--- src/rtl/pwr_mode_pkg.sv ---
package pwr_mode_pkg;

    typedef enum logic [1:0] {
        PM_RUN   = 2'b00,
        PM_IDLE  = 2'b01,
        PM_SLEEP = 2'b10
    } pm_state_e;

    typedef struct packed {
        logic cpu;
        logic per;
        logic osc;
        logic lprc;
        logic mon;
        logic ext;
    } clk_en_t;

    function automatic clk_en_t decode_enables(pm_state_e st, logic wdt_on);
        clk_en_t e;
        e.cpu  = (st == PM_RUN);
        e.per  = (st != PM_SLEEP);
        e.osc  = (st != PM_SLEEP);
        e.lprc = (st != PM_SLEEP) || wdt_on;
        e.mon  = (st != PM_SLEEP);
        e.ext  = 1'b1;
        return e;
    endfunction

    function automatic pm_state_e step_state(pm_state_e cur, logic cmd,
                                             logic to_sleep, logic wake);
        pm_state_e nx;
        nx = cur;
        case (cur)
            PM_RUN:   if (cmd && !wake) nx = to_sleep ? PM_SLEEP : PM_IDLE;
            PM_IDLE,
            PM_SLEEP: if (wake) nx = PM_RUN;
            default:  nx = PM_RUN;
        endcase
        return nx;
    endfunction

endpackage

--- src/rtl/pwr_wake_detect.sv ---
module pwr_wake_detect #(
    parameter int N_IRQ = 8
) (
    input  logic [N_IRQ-1:0] irq_req,
    input  logic [N_IRQ-1:0] irq_en,
    input  logic             wdt_timeout,
    output logic             wake
);
    logic [N_IRQ-1:0] line_hit;

    for (genvar i = 0; i < N_IRQ; i++) begin : g_line
        assign line_hit[i] = irq_req[i] & irq_en[i];
    end

    assign wake = (|line_hit) | wdt_timeout;
endmodule

--- src/rtl/pwr_mode_fsm.sv ---
module pwr_mode_fsm
    import pwr_mode_pkg::*;
(
    input  logic      clk,
    input  logic      rst,
    input  logic      cmd_valid,
    input  logic      cmd_sleep,
    input  logic      wake,
    input  logic      wdt_en,
    output pm_state_e state,
    output logic      wdt_clr,
    output logic      woke_sleep,
    output logic      woke_idle
);
    pm_state_e state_nx;

    always_comb begin
        state_nx = step_state(state, cmd_valid, cmd_sleep, wake);
    end

    always_ff @(posedge clk) begin
        if (rst) begin
            state      <= PM_RUN;
            woke_sleep <= 1'b0;
            woke_idle  <= 1'b0;
        end else begin
            state      <= state_nx;
            woke_sleep <= (state == PM_SLEEP) && wake;
            woke_idle  <= (state == PM_IDLE) && wake;
        end
    end

    assign wdt_clr = (state == PM_RUN) && cmd_valid && cmd_sleep && !wake && wdt_en;
endmodule

--- src/rtl/pwr_clk_ctl.sv ---
module pwr_clk_ctl
    import pwr_mode_pkg::*;
#(
    parameter int               SEL_W   = 3,
    parameter logic [SEL_W-1:0] SEL_RST = '0
) (
    input  logic             clk,
    input  logic             rst,
    input  pm_state_e        state,
    input  logic             wdt_en,
    input  logic [SEL_W-1:0] clk_sel_in,
    output clk_en_t          en,
    output logic [SEL_W-1:0] clk_sel
);
    always_comb begin
        en = decode_enables(state, wdt_en);
    end

    always_ff @(posedge clk) begin
        if (rst) begin
            clk_sel <= SEL_RST;
        end else if (state == PM_RUN) begin
            clk_sel <= clk_sel_in;
        end
    end
endmodule

--- src/rtl/pwr_mode_ctrl.sv ---
module pwr_mode_ctrl
    import pwr_mode_pkg::*;
#(
    parameter int               N_IRQ   = 8,
    parameter int               SEL_W   = 3,
    parameter logic [SEL_W-1:0] SEL_RST = '0
) (
    input  logic             clk,
    input  logic             rst,
    input  logic             cmd_valid,
    input  logic             cmd_sleep,
    input  logic [N_IRQ-1:0] irq_req,
    input  logic [N_IRQ-1:0] irq_en,
    input  logic             wdt_en,
    input  logic             wdt_timeout,
    input  logic [SEL_W-1:0] clk_sel_in,
    output logic             cpu_clk_en,
    output logic             per_clk_en,
    output logic             osc_en,
    output logic             lprc_en,
    output logic             clkmon_en,
    output logic             ext_per_en,
    output logic             wdt_clr,
    output logic [SEL_W-1:0] clk_sel,
    output logic [1:0]       mode,
    output logic             woke_sleep,
    output logic             woke_idle
);
    logic      wake;
    pm_state_e state;
    clk_en_t   en;

    pwr_wake_detect #(.N_IRQ(N_IRQ)) u_wake (
        .irq_req     (irq_req),
        .irq_en      (irq_en),
        .wdt_timeout (wdt_timeout),
        .wake        (wake)
    );

    pwr_mode_fsm u_fsm (
        .clk        (clk),
        .rst        (rst),
        .cmd_valid  (cmd_valid),
        .cmd_sleep  (cmd_sleep),
        .wake       (wake),
        .wdt_en     (wdt_en),
        .state      (state),
        .wdt_clr    (wdt_clr),
        .woke_sleep (woke_sleep),
        .woke_idle  (woke_idle)
    );

    pwr_clk_ctl #(.SEL_W(SEL_W), .SEL_RST(SEL_RST)) u_clk (
        .clk        (clk),
        .rst        (rst),
        .state      (state),
        .wdt_en     (wdt_en),
        .clk_sel_in (clk_sel_in),
        .en         (en),
        .clk_sel    (clk_sel)
    );

    assign cpu_clk_en = en.cpu;
    assign per_clk_en = en.per;
    assign osc_en     = en.osc;
    assign lprc_en    = en.lprc;
    assign clkmon_en  = en.mon;
    assign ext_per_en = en.ext;
    assign mode       = state;
endmodule

--- config.mk ---
export PLATFORM = sky130hd
export DESIGN_NAME = pwr_mode_ctrl
export DESIGN_NICKNAME = d
export VERILOG_FILES = /design/src/rtl/pwr_mode_pkg.sv /design/src/rtl/pwr_wake_detect.sv /design/src/rtl/pwr_mode_fsm.sv /design/src/rtl/pwr_clk_ctl.sv /design/src/rtl/pwr_mode_ctrl.sv
export SDC_FILE = /design/constraint.sdc
export NUM_CORES = 1
export LEC_CHECK = 0
export BUFFER_PORTS_ARGS = -buffer_cell sky130_fd_sc_hd__buf_4
export CAP_MARGIN = 5
export CORE_AREA = 2 2 39 41
export CTS_CLUSTER_DIAMETER = 40
export DETAILED_ROUTE_END_ITERATION = 12
export DIE_AREA = 0 0 41 43
export PLACE_DENSITY = 0.67
export SLEW_MARGIN = 5
export SYNTH_ARGS = -nofsm -noshare
export SYNTH_HDL_FRONTEND = slang
export SYNTH_HIERARCHICAL = 1
export SYNTH_SLANG_ARGS = --single-unit
--- constraint.sdc ---
create_clock -name clk -period 2.2 [get_ports clk]
set_input_delay 0.22 -clock clk [delete_from_list [all_inputs] [get_ports clk]]
set_output_delay 0.22 -clock clk [all_outputs]
set_load 0.1 [all_outputs]
# Yosys cells after proc, flatten, opt, wreduce, memory -nomap -nowiden

Index checks and enable logic that the tools add are counted.
Widths: inputs -> output; s select.

Eq/ne operators: 5
Bitwise operators: 9
Multiplexer cells: 4
Reductions and logical operators: 13

Operators with widths:

| operator           | count |
|---|---|
| $and 1x1->1        | 8 |
| $reduce_or 8->1    | 1 |
| $logic_and 1x1->1  | 7 |
| $mux 2             | 3 |
| $ne 2x1->1 const B | 2 |
| $pmux 2 s2         | 1 |
| $eq 2x1->1 const B | 1 |
| $eq 2x2->1 const B | 1 |
| $logic_not 2->1    | 1 |
| $ne 2x2->1 const B | 1 |
| $reduce_and 2->1   | 1 |
| $reduce_or 2->1    | 1 |
| $logic_not 1->1    | 1 |
| $logic_or 1x1->1   | 1 |
| $or 1x1->1         | 1 |

Output and inout port bits: 14
Word-level logic and storage cells: 35
Flip-flop bits (word level): 7
Input port bits: 25

# Longest topological paths before layout

Gate-level depths: netlist (run 1).

Depth after elaboration: 7
Gate-level depth with buffers: 6
Gate-level depth less buffers: 6

# Modules after synthesis

Netlist (run 1), hierarchy kept.

Modules (own cells, without submodules):

| module          | seq. area each (um2) | cells an instance | times used | area each (um2) |
|---|---|---|---|---|
| pwr_mode_fsm    | 80.1                 | 23                | 1          | 220.2 |
| pwr_clk_ctl     | 60.1                 | 19                | 1          | 158.9 |
| pwr_wake_detect | 0.0                  | 5                 | 1          | 43.8 |

# Worst setup path after synthesis (run 1)

No wires, ideal clock.

Kind: flip-flop to output port
From: reg u_fsm.state[1]
To: out lprc_en
Required time: 1.980 ns
Arrival time: 2.785 ns
Slack: -0.805 ns
Buffers on the path: 0
Stages on the path, launching flop included: 3
Path through: dfxtp_1 > nand2b_1 > or2_2

Word-level cells in the longest chain between the ends: 2

RTL lines:

| element                | RTL line            | RTL |
|---|---|---|
| start, declared        | pwr_mode_fsm.sv:10  | `output pm_state_e state,` |
| start signal, assigned | pwr_mode_fsm.sv:27  | `state <= state_nx;` |
| $ne 2x2->1             | n/a                 |  |
| via clkmon_en          | pwr_mode_ctrl.sv:21 | `output logic clkmon_en,` |
| $logic_or 1x1->1       | pwr_mode_pkg.sv:23  | `e.lprc = (st != PM_SLEEP) \|\| wdt_on;` |
| end, declared          | pwr_mode_ctrl.sv:20 | `output logic lprc_en,` |

The timed path passes the listed nets, and every way through them passes these cells.

# Final worst setup path (run 1)

From: in irq_req[3]
To: out wdt_clr

Word-level cells in the longest chain between the ends: 6

RTL lines:

| element                         | RTL line              | RTL |
|---|---|---|
| start, declared                 | pwr_mode_ctrl.sv:12   | `input logic [N_IRQ-1:0] irq_req,` |
| $and 1x1->1                     | pwr_wake_detect.sv:12 | `assign line_hit[i] = irq_req[i] & irq_en[i];` |
| $reduce_or 8->1                 | pwr_wake_detect.sv:15 | `assign wake = (\|line_hit) \| wdt_timeout;` |
| $or 1x1->1                      | pwr_wake_detect.sv:15 |  |
| via wake                        | pwr_mode_ctrl.sv:29   | `logic wake;` |
| $logic_not 1->1                 | pwr_mode_fsm.sv:33    | `assign wdt_clr = (state == PM_RUN) && cmd_valid && cmd_sleep && !wake && wdt_en;` |
| $logic_and 1x1->1 (2 in series) | pwr_mode_fsm.sv:33    |  |
| end, declared                   | pwr_mode_ctrl.sv:23   | `output logic wdt_clr,` |

The timed path passes the listed nets, and every way through them passes these cells.

==> results.sh, run 1 <==
export IMPL_area_growth_pct=73.1
export IMPL_grt_pass1_vias=432
export IMPL_cp_max_fo=5
export IMPL_tns_ps=0
export IMPL_die_area_sq_um=1760
export IMPL_cp_end_kind="primary output"
export IMPL_hp_class="input pin to flop"
export IMPL_num_antenna_cells=0
export IMPL_power_density_nw_per_um2=487
export IMPL_p_leak_uw=0.000341
export IMPL_grt_usage_pct=13.2
export IMPL_path_class="input pin to primary output"
export IMPL_dp_cells=97
export IMPL_hold_ws_ps=177
export IMPL_grt_antenna_before_repair=0
export IMPL_synth_seq_cells=7
export IMPL_setup_violations_final=0
export IMPL_outcome="finished, final reports clean"
export IMPL_hold_viol=0
export IMPL_cts_tree="built"
export IMPL_synth_compound_area_share_pct=24.0
export IMPL_clkLatencyLatePin_ps=250
export IMPL_path_common_cell="buf_4"
export IMPL_synthesis_area_per_instance_sq_um=9.00
export IMPL_cap_violations=0
export IMPL_place_gp_congestion=0.772
export IMPL_cp_slowest_stage_delay_ps=290
export IMPL_synth_top_family_by_area="simple AND/OR/NAND/NOR gates"
export IMPL_drcViolationCount=0
export IMPL_yosys_mux_area_fraction_pct=0
export IMPL_cts_setup_buffers=0
export IMPL_power_uw=356
export IMPL_synth_cells=47
export IMPL_first_pass_iters=4
export IMPL_clkSinkCount=7
export IMPL_fp_row_count=14
export IMPL_grt_ovfl_total=0
export IMPL_core_area_sq_um=1380
export IMPL_drt_iter0_markers=14
export IMPL_cts_hold_buf=0
export IMPL_layout_nets=114
export IMPL_clock_path_buffers=2
export IMPL_viasPerCell=4.87
export IMPL_cts_root_buffer="clkbuf_4"
export IMPL_clock_fmax_mhz=569
export IMPL_clock_skew_final_ps=2.77
export IMPL_yosys_area_share_simple_pct=26.0
export IMPL_synthXorXnorAreaFrac_pct=0
export IMPL_worst_ir_drop_vdd_mv=0.179
export IMPL_cts_buffers=3
export IMPL_stdcell_count=101
export IMPL_h_tree_depth=1
export IMPL_wl_um=1050
export IMPL_cts_clk_slew_worst_paths_ps=50
export IMPL_finalMaxSlewViolations=0
export IMPL_start_util_pct=30.6
export IMPL_cp_cell_sequence="buf_4 > a22o_1 > a221oi_2 > nand3_1 > nand2b_1 > nor2_2 > buf_4"
export IMPL_netlist_area_sq_um=423
export IMPL_die_h_um=43
export IMPL_grt_max_degree=14
export IMPL_post_drt_wl_per_cell_um=10.3
export IMPL_cts_resized=0
export IMPL_rsz0062_at_grt="false"
export IMPL_min_period_over_period_pct=79.9
export IMPL_crit_slowest_cell="buf_4"
export IMPL_io_pins=39
export IMPL_yosys_cell_types_count=22
export IMPL_drtAntennaViolNets=0
export IMPL_arrival_ps=1540
export IMPL_numPortBuffers=37
export IMPL_dp_hpwl_um=857
export IMPL_cp_required_ps=1980
export IMPL_synth_adder_area_share_pct=8.88
export IMPL_vias=492
export IMPL_ys_seq_area_share_pct=33.1
export IMPL_syn_nets=75
export IMPL_min_period_ps=1760
export IMPL_startpoint_type="input pin"
export IMPL_grt_pass1_wl_um=1570
export IMPL_die_w_um=41
export IMPL_yosys_warnings=6
export IMPL_drive_above_1_share_pct=55.3
==> through the flow <==
step,setup slack (ps),utilization [%],area [sq um]
2_1_floorplan,84.2,-,430
3_3_place_gp,458,51.0,706
3_5_place_dp,432,51.0,706
4_1_cts,439,52.9,732
5_1_grt,343,52.9,732
6_report,443,52.9,732
==> cells in the mapped netlist (all sizes together) <==
cell	number	area, sq um
and3b	2	17.5
nand2	1	3.75
a221oi	1	15.0
buf	3	22.5
conb	1	3.75
o31ai	1	7.51
or3b	3	26.3
a21oi	5	28.8
nor2	3	11.3
a32oi	1	8.76
nand4b	2	17.5
a222oi	1	10.0
dfxtp	7	140
ha	3	37.5
inv	2	7.51
a22o	1	8.76
nand3	3	15.0
nand2b	2	12.5
or2	1	6.26
a21o	1	7.51
o21ai	3	15.0
==> cell usage in the layout, fill, tap and decap left out <==
cell type  netlist  final
ha_1             3      3
nand2_1          1      1
nand2b_2         0      1
and3b_1          2      2
a222oi_1         1      1
clkbuf_1         0      1
clkbuf_4         0      3
a221oi_2         1      1
a22o_1           1      1
nand4b_1         2      2
nand2b_1         2      1
a21oi_1          4      4
dfxtp_1          7      5
buf_4            3     37
o31ai_1          1      1
a21oi_2          1      1
inv_1            2      2
or2_2            1      1
nor2_1           3      2
a21o_1           1      1
dfxtp_2          0      2
or3b_1           3      3
conb_1           1      1
o21ai_0          3      3
a32oi_1          1      1
nor2_2           0      1
nand3_1          3      3
==> cell type report <==
type                            instances  area (sq um)
Clock buffer                            4          26.3
Fill cell                             138           652
Inverter                                2          7.51
Multi-Input combinational cell         35           258
Sequential cell                         7           143
Tap cell                               16          20.0
Timing Repair Buffer                   37           278
==> per-layer routing <==
metal | wire [um] | share of wire [%] | GRT usage [%]
met1 | 375 | 36 | 15.1
met2 | 510 | 49 | 20.3
met3 | 143 | 14 | 2.09
met4 | 15 | 1.4 | 10.0
met5 | 0 | 0 | 0
==> where the power goes <==
| group | internal [uW] | switching, uW | total (uW) |
|---|---|---|---|
| Combinational | 44.9 | 65.9 | 111 |
| Sequential | 131 | 2.88 | 134 |
| Clock | 68.9 | 42.5 | 111 |
| Total | 245 | 111 | 356 |
==> worst paths after layout <==
check / cells after the start / slack (ps) / end / startpoint
setup / recovery: 7 / 440 / wdt_clr / irq_req[3]
hold / removal: 2 / 180 / u_fsm/state[1]$_SDFFE_PP0P_ / rst
setup reg to reg: 5 / 800 / u_fsm/state[1]$_SDFFE_PP0P_ / u_fsm/state[0]$_SDFFE_PP0P_
hold reg to reg: 2 / 480 / u_clk/clk_sel[1]$_SDFFE_PP0N_ / u_clk/clk_sel[1]$_SDFFE_PP0N_
==> sequential cells by signal, summed over array words and instances (netlist names) <==
register and cells:
u_fsm/state 2, u_fsm/woke_idle 1, u_clk/clk_sel 3, u_fsm/woke_sleep 1
==> worst max-delay path, delay by kind of cell <==
kind	cells	cell delay (ps)
AO/OA/AOI/OAI	2	380
buffers and inverters	2	400
AND/OR/NAND/NOR	3	530
==> cells by family (layout without fill, tap and decap cells) <==
family,Yosys count,after routing
and+or+nand+nor,17,17
AOI/OAI and AO/OA,14,14
DFF,7,7
buffers and inverters,5,43
adders and majority gates,3,3
other,1,1
Power figures use the tool's default switching activity.
==> run 2, diff against run 1 <==
Settings changed: ABC_AREA from default to 1, PLACE_DENSITY 0.67 to 0.69.
Clock period 2.2 ns to 1.76 ns, I/O delays scaled along.
==> results.sh, run 2 <==
export IMPL_outcome="finished, final reports clean"
export IMPL_yosys_warnings=6
export IMPL_ys_seq_area_share_pct=30.6
export IMPL_synth_most_common_cell="nand2_1"
export IMPL_grt_ovfl_total=0
export IMPL_layout_setup_ws_ps=225
export IMPL_rsz0062_at_grt="false"
export IMPL_cap_violations=0
export IMPL_h_tree_depth=1
export IMPL_syn_nets=103
export IMPL_yosysTopAreaCell="dfxtp_1"
export IMPL_min_period_over_period_pct=87.2
export IMPL_crit_slowest_cell="dfxtp_4"
export IMPL_num_antenna_cells=0
export IMPL_power_density_nw_per_um2=1880
export IMPL_hold_depth=2
export IMPL_clkLatencyLatePin_ps=240
export IMPL_clock_skew_final_ps=1.69
export IMPL_power_uw=1530
export IMPL_grt_pass1_wl_um=1650
export IMPL_io_pins=39
export IMPL_layout_nets=142
export IMPL_die_area_sq_um=1760
export IMPL_netlist_area_leader_share_pct=30.6
export IMPL_min_to="u_fsm/woke_sleep$_SDFF_PP0_"
export IMPL_hold_ws_ps=119
export IMPL_post_drt_wl_per_cell_um=7.98
export IMPL_wl_um=1030
export IMPL_arrival_ps=1360
export IMPL_core_area_sq_um=1380
export IMPL_synth_main_ff_cell="dfxtp_1"
export IMPL_hp_class="input pin to flop"
export IMPL_hold_viol=0
export IMPL_viasPerCell=4.00
export IMPL_drive_above_1_share_pct=46.9
export IMPL_path_class="flop to primary output"
export IMPL_clock_fmax_mhz=652
export IMPL_yosys_cell_types_count=14
export IMPL_first_pass_iters=2
export IMPL_fill_cells=149
export IMPL_r2r_cells=5
export IMPL_die_w_um=41
export IMPL_fp_row_count=14
export IMPL_numPortBuffers=37
export IMPL_drt_iter0_markers=1
export IMPL_netlist_area_sq_um=458
export IMPL_p_leak_uw=0.000471
export IMPL_startpoint_type="flop"
export IMPL_path_buf_inv=2
export IMPL_cp_required_ps=1580
export IMPL_worst_ir_drop_vdd_mv=0.924
export IMPL_clock_path_buffers=2
export IMPL_yosys_top_cells_count="26 x nand2_1, 12 x inv_1, 12 x nor2_1"
export IMPL_clkSinkCount=7
export IMPL_setup_violations_final=0
export IMPL_cp_end_kind="primary output"
export IMPL_cts_setup_buffers=0
export IMPL_place_gp_congestion=0.651
export IMPL_start_util_pct=33.1
export IMPL_area_growth_pct=77.0
export IMPL_grt_antenna_before_repair=0
export IMPL_largest_reg_flops=3
export IMPL_cp_startpoint="u_fsm/state[1]$_SDFFE_PP0P_"
export IMPL_cts_clk_slew_worst_paths_ps=50
export IMPL_top_regs="u_clk/clk_sel: 3 flops, u_fsm/state: 2 flops"
export IMPL_cp_slowest_stage_delay_ps=380
export IMPL_cts_resized=0
export IMPL_critical_path_top_delay_family="flip-flops"
export IMPL_largest_register="u_clk/clk_sel"
export IMPL_grt_usage_pct=13.3
export IMPL_final_common_cell="buf_4"
export IMPL_cp_max_fo=6
export IMPL_synth_edff_count=0
export IMPL_finalMaxSlewViolations=0
export IMPL_drtAntennaViolNets=0
export IMPL_cts_hold_buf=0
export IMPL_drcViolationCount=0
export IMPL_synth_area_leaders="dfxtp_1 31%, nand2_1 21%, inv_1 9.8%"
export IMPL_dp_hpwl_um=903
export IMPL_die_h_um=43
export IMPL_cts_buffers=3
export IMPL_cts_root_buffer="clkbuf_4"
export IMPL_async_flop_share_pct=0
export IMPL_grt_pass1_vias=466
export IMPL_min_period_ps=1530
export IMPL_synthesis_area_per_instance_sq_um=6.11
export IMPL_place_ws_ps=308
export IMPL_cp_cell_sequence="inv_4 > ha_4 > nand2_4 > nor3b_4 > buf_4"
export IMPL_r2r_slack_ps=620
export IMPL_synth_cells=75
export IMPL_final_cell_mix="37 x buf_4, 24 x nand2_1, 12 x nor2_1"
export IMPL_hp_start="rst"
export IMPL_cts_tree="built"
export IMPL_rr_endpoint="u_fsm/state[1]$_SDFFE_PP0P_"
export IMPL_r2r_start="u_fsm/state[1]$_SDFFE_PP0P_"
export IMPL_synth_seq_cells=7
export IMPL_grt_max_degree=8
export IMPL_vias=516
==> run 2: cell count changes in the layout (fill, tap and decap cells not counted), moves of 2 or more <==
cell / previous run / this run
nand2_1: 1 / 24
nor2_1: 2 / 12
inv_1: 2 / 10
o21ai_0: 3 / 0
or3b_1: 3 / 0
a21oi_1: 4 / 2
and3b_1: 2 / 0
dfxtp_2: 2 / 0
dfxtp_4: 0 / 2
inv_4: 0 / 2
nand2_2: 0 / 2
nand2_4: 0 / 2
nand4b_1: 2 / 0
==> run 2: cell families (layout without fill, tap and decap cells) <==
logic type,Yosys count,count (layout),share of synthesized area [%]
flops,7,7,30.6
simple gates,46,46,42.6
fa+ha+maj,3,3,8.20
buf+inv,16,54,15.6
compound gates,2,2,2.19
other cells,1,1,0.819
==> run 2: stage by stage <==
stage | area [sq um] | TNS (ps) | cells | utilization, %
finish | 811 | 0 | 129 | 58.6
global route | 811 | 0 | 129 | 58.6
CTS | 811 | 0 | 129 | 58.6
detailed placement | 785 | 0 | 125 | 56.7
global placement | 785 | 0 | 125 | 56.7
floorplan | 509 | -7.52 | 75 | -
==> run 2: cell type report <==
type / instances / area, sq um / share of cell area [%]
Clock buffer: 4 / 26.3 / 3.24
Timing Repair Buffer: 37 / 278 / 34.3
Inverter: 13 / 53.8 / 6.64
Multi-Input combinational cell: 52 / 285 / 35.2
Tap cell: 16 / 20.0 / 2.47
Sequential cell: 7 / 148 / 18.2
==> run 2: where the power goes <==
part	switching (uW)	total [uW]	internal, uW
sequential	60.2	276	216
combinational	847	1110	266
clock	50.0	136	85.9
==> run 2: worst max path at each step <==
stage,depth (start not counted),to
floorplan,4,wdt_clr
global route,9,wdt_clr
CTS,5,wdt_clr
global placement,9,wdt_clr
detailed placement,9,wdt_clr
finish,5,wdt_clr
==> run 2: layer usage <==
layer / up-vias / global-route usage [%] / wire length [um]
li1: 291 / - / -
met1: 201 / 13.2 / 429
met2: 24 / 23.4 / 497
met3: 0 / 2.09 / 103
met4: 0 / 8.00 / 0
met5: - / 0 / 0
==> run 3, diff against run 2 <==
Settings changed: ABC_AREA 1 to default, PLACE_DENSITY 0.69 to 0.67.
==> results.sh, run 3 (synthesized netlist as in run 1, its figures left out) <==
export IMPL_cap_violations=0
export IMPL_min_to="u_fsm/state[1]$_SDFFE_PP0P_"
export IMPL_cp_max_fo=13
export IMPL_die_w_um=41
export IMPL_fp_row_count=14
export IMPL_crit_slowest_cell="dfxtp_2"
export IMPL_hp_class="input pin to flop"
export IMPL_cts_clk_slew_worst_paths_ps=50
export IMPL_cts_hold_buf=0
export IMPL_drt_iter0_markers=10
export IMPL_post_drt_wl_per_cell_um=10.9
export IMPL_clkLatencyLatePin_ps=240
export IMPL_clock_fmax_mhz=621
export IMPL_die_area_sq_um=1760
export IMPL_largest_reg_flops=3
export IMPL_cts_root_buffer="clkbuf_4"
export IMPL_dp_hpwl_um=921
export IMPL_cts_buffers=3
export IMPL_drcViolationCount=0
export IMPL_clkSinkCount=7
export IMPL_numPortBuffers=37
export IMPL_r2r_slack_ps=330
export IMPL_startpoint_type="flop"
export IMPL_num_antenna_cells=0
export IMPL_io_pins=39
export IMPL_layout_nets=116
export IMPL_cts_tree="built"
export IMPL_power_density_nw_per_um2=586
export IMPL_hold_viol=0
export IMPL_final_common_cell="buf_4"
export IMPL_hp_start="rst"
export IMPL_min_period_ps=1610
export IMPL_path_class="flop to primary output"
export IMPL_worst_ir_drop_vdd_mv=0.234
export IMPL_fill_cells=139
export IMPL_p_leak_uw=0.000354
export IMPL_core_area_sq_um=1380
export IMPL_largest_register="u_clk/clk_sel"
export IMPL_place_gp_congestion=0.796
export IMPL_r2r_cells=5
export IMPL_vias=501
export IMPL_start_util_pct=30.6
export IMPL_grt_pass1_wl_um=1780
export IMPL_grt_ovfl_total=0
export IMPL_cp_required_ps=1580
export IMPL_grt_usage_pct=14.1
export IMPL_hold_ws_ps=140
export IMPL_min_period_over_period_pct=91.5
export IMPL_drive_above_1_share_pct=57.5
export IMPL_grt_antenna_before_repair=0
export IMPL_first_pass_iters=4
export IMPL_cp_cell_sequence="inv_1 > ha_1 > nand3_1 > nor2_4 > buf_6"
export IMPL_area_growth_pct=80.5
export IMPL_clock_skew_final_ps=0.495
export IMPL_post_route_util_pct=55.2
export IMPL_outcome="finished, final reports clean"
export IMPL_h_tree_depth=1
export IMPL_rr_endpoint="u_fsm/state[1]$_SDFFE_PP0P_"
export IMPL_wl_um=1120
export IMPL_hold_depth=2
export IMPL_grt_max_degree=14
export IMPL_setup_violations_final=0
export IMPL_finalMaxSlewViolations=0
export IMPL_arrival_ps=1440
export IMPL_die_h_um=43
export IMPL_cp_end_kind="primary output"
export IMPL_rsz0062_at_grt="false"
export IMPL_drtAntennaViolNets=0
export IMPL_top_regs="u_clk/clk_sel: 3 flops, u_fsm/state: 2 flops"
export IMPL_cp_slowest_stage_delay_ps=380
export IMPL_clock_path_buffers=2
export IMPL_grt_pass1_vias=481
export IMPL_r2r_start="u_fsm/state[0]$_SDFFE_PP0P_"
export IMPL_viasPerCell=4.86
export IMPL_final_cell_mix="38 x buf_4, 5 x dfxtp_1, 4 x a21oi_1"
[run 3: cell count changes in the layout (fill, tap and decap cells not counted), moves of 3 or more]
cell	before	now
nand2_1	24	1
or3b_1	0	3
inv_1	10	2
nor2_1	12	1
o21ai_0	0	3
[run 3: worst max-delay path by stage]
stage | from | end | cells after the start
after detailed placement | irq_req[3] | wdt_clr | 7
final | u_fsm/state[0]$_SDFFE_PP0P_ | wdt_clr | 5
after floorplan | u_fsm/state[0]$_SDFFE_PP0P_ | lprc_en | 2
after global placement | irq_req[2] | wdt_clr | 6
after global routing | u_fsm/state[0]$_SDFFE_PP0P_ | wdt_clr | 5
after CTS | u_fsm/state[0]$_SDFFE_PP0P_ | wdt_clr | 5
[run 3: power breakdown]
group	switching (uW)	total (uW)	internal, uW
registers	3.51	168	164
clock network	51.0	137	86.0
logic	84.6	142	57.9
total	139	447	308
[run 3: routing by layer]
layer / wire, um / global-route usage [%] / vias up
met2: 565 / 24.1 / 27
met3: 120 / 2.09 / 0
met4: 0 / 6.00 / 0
met5: 0 / 0 / -
met1: 439 / 16.1 / 222
li1: - / - / 252
[run 3: timing repair]
item	CTS	global route
setup buffers	0	0
resized for setup	0	1
setup endpoints to repair	0	1
[run 3: area by class of cell]
class	count	area [sq um]	area share [%]
flip-flops and latches	7	143	18.7
well taps	16	20.0	2.62
repair buffers	39	297	38.9
clock buffers	4	26.3	3.44
multi-input cells	35	270	35.4
inverters	2	7.51	0.984
[run 3: critical path, delay by kind of cell, from the launching register on]
family	cells	cell delay (ps)
adders and majority gates	1	240
buffers and inverters	2	320
DFF	1	380
and+or+nand+nor	2	240
[run 3: per-stage QoR]
stage                     setup slack (ps)  TNS [ps]  power (uW)  instance area, sq um  std cells
after floorplan                       -112      -112         255                   443         47
after global placement                 169         0         312                   733         99
after detailed placement               131         0         314                   733         99
after CTS                             88.3         0         457                   759        103
after global routing                  16.0         0         476                   763        103
final                                  149         0         447                   763        103
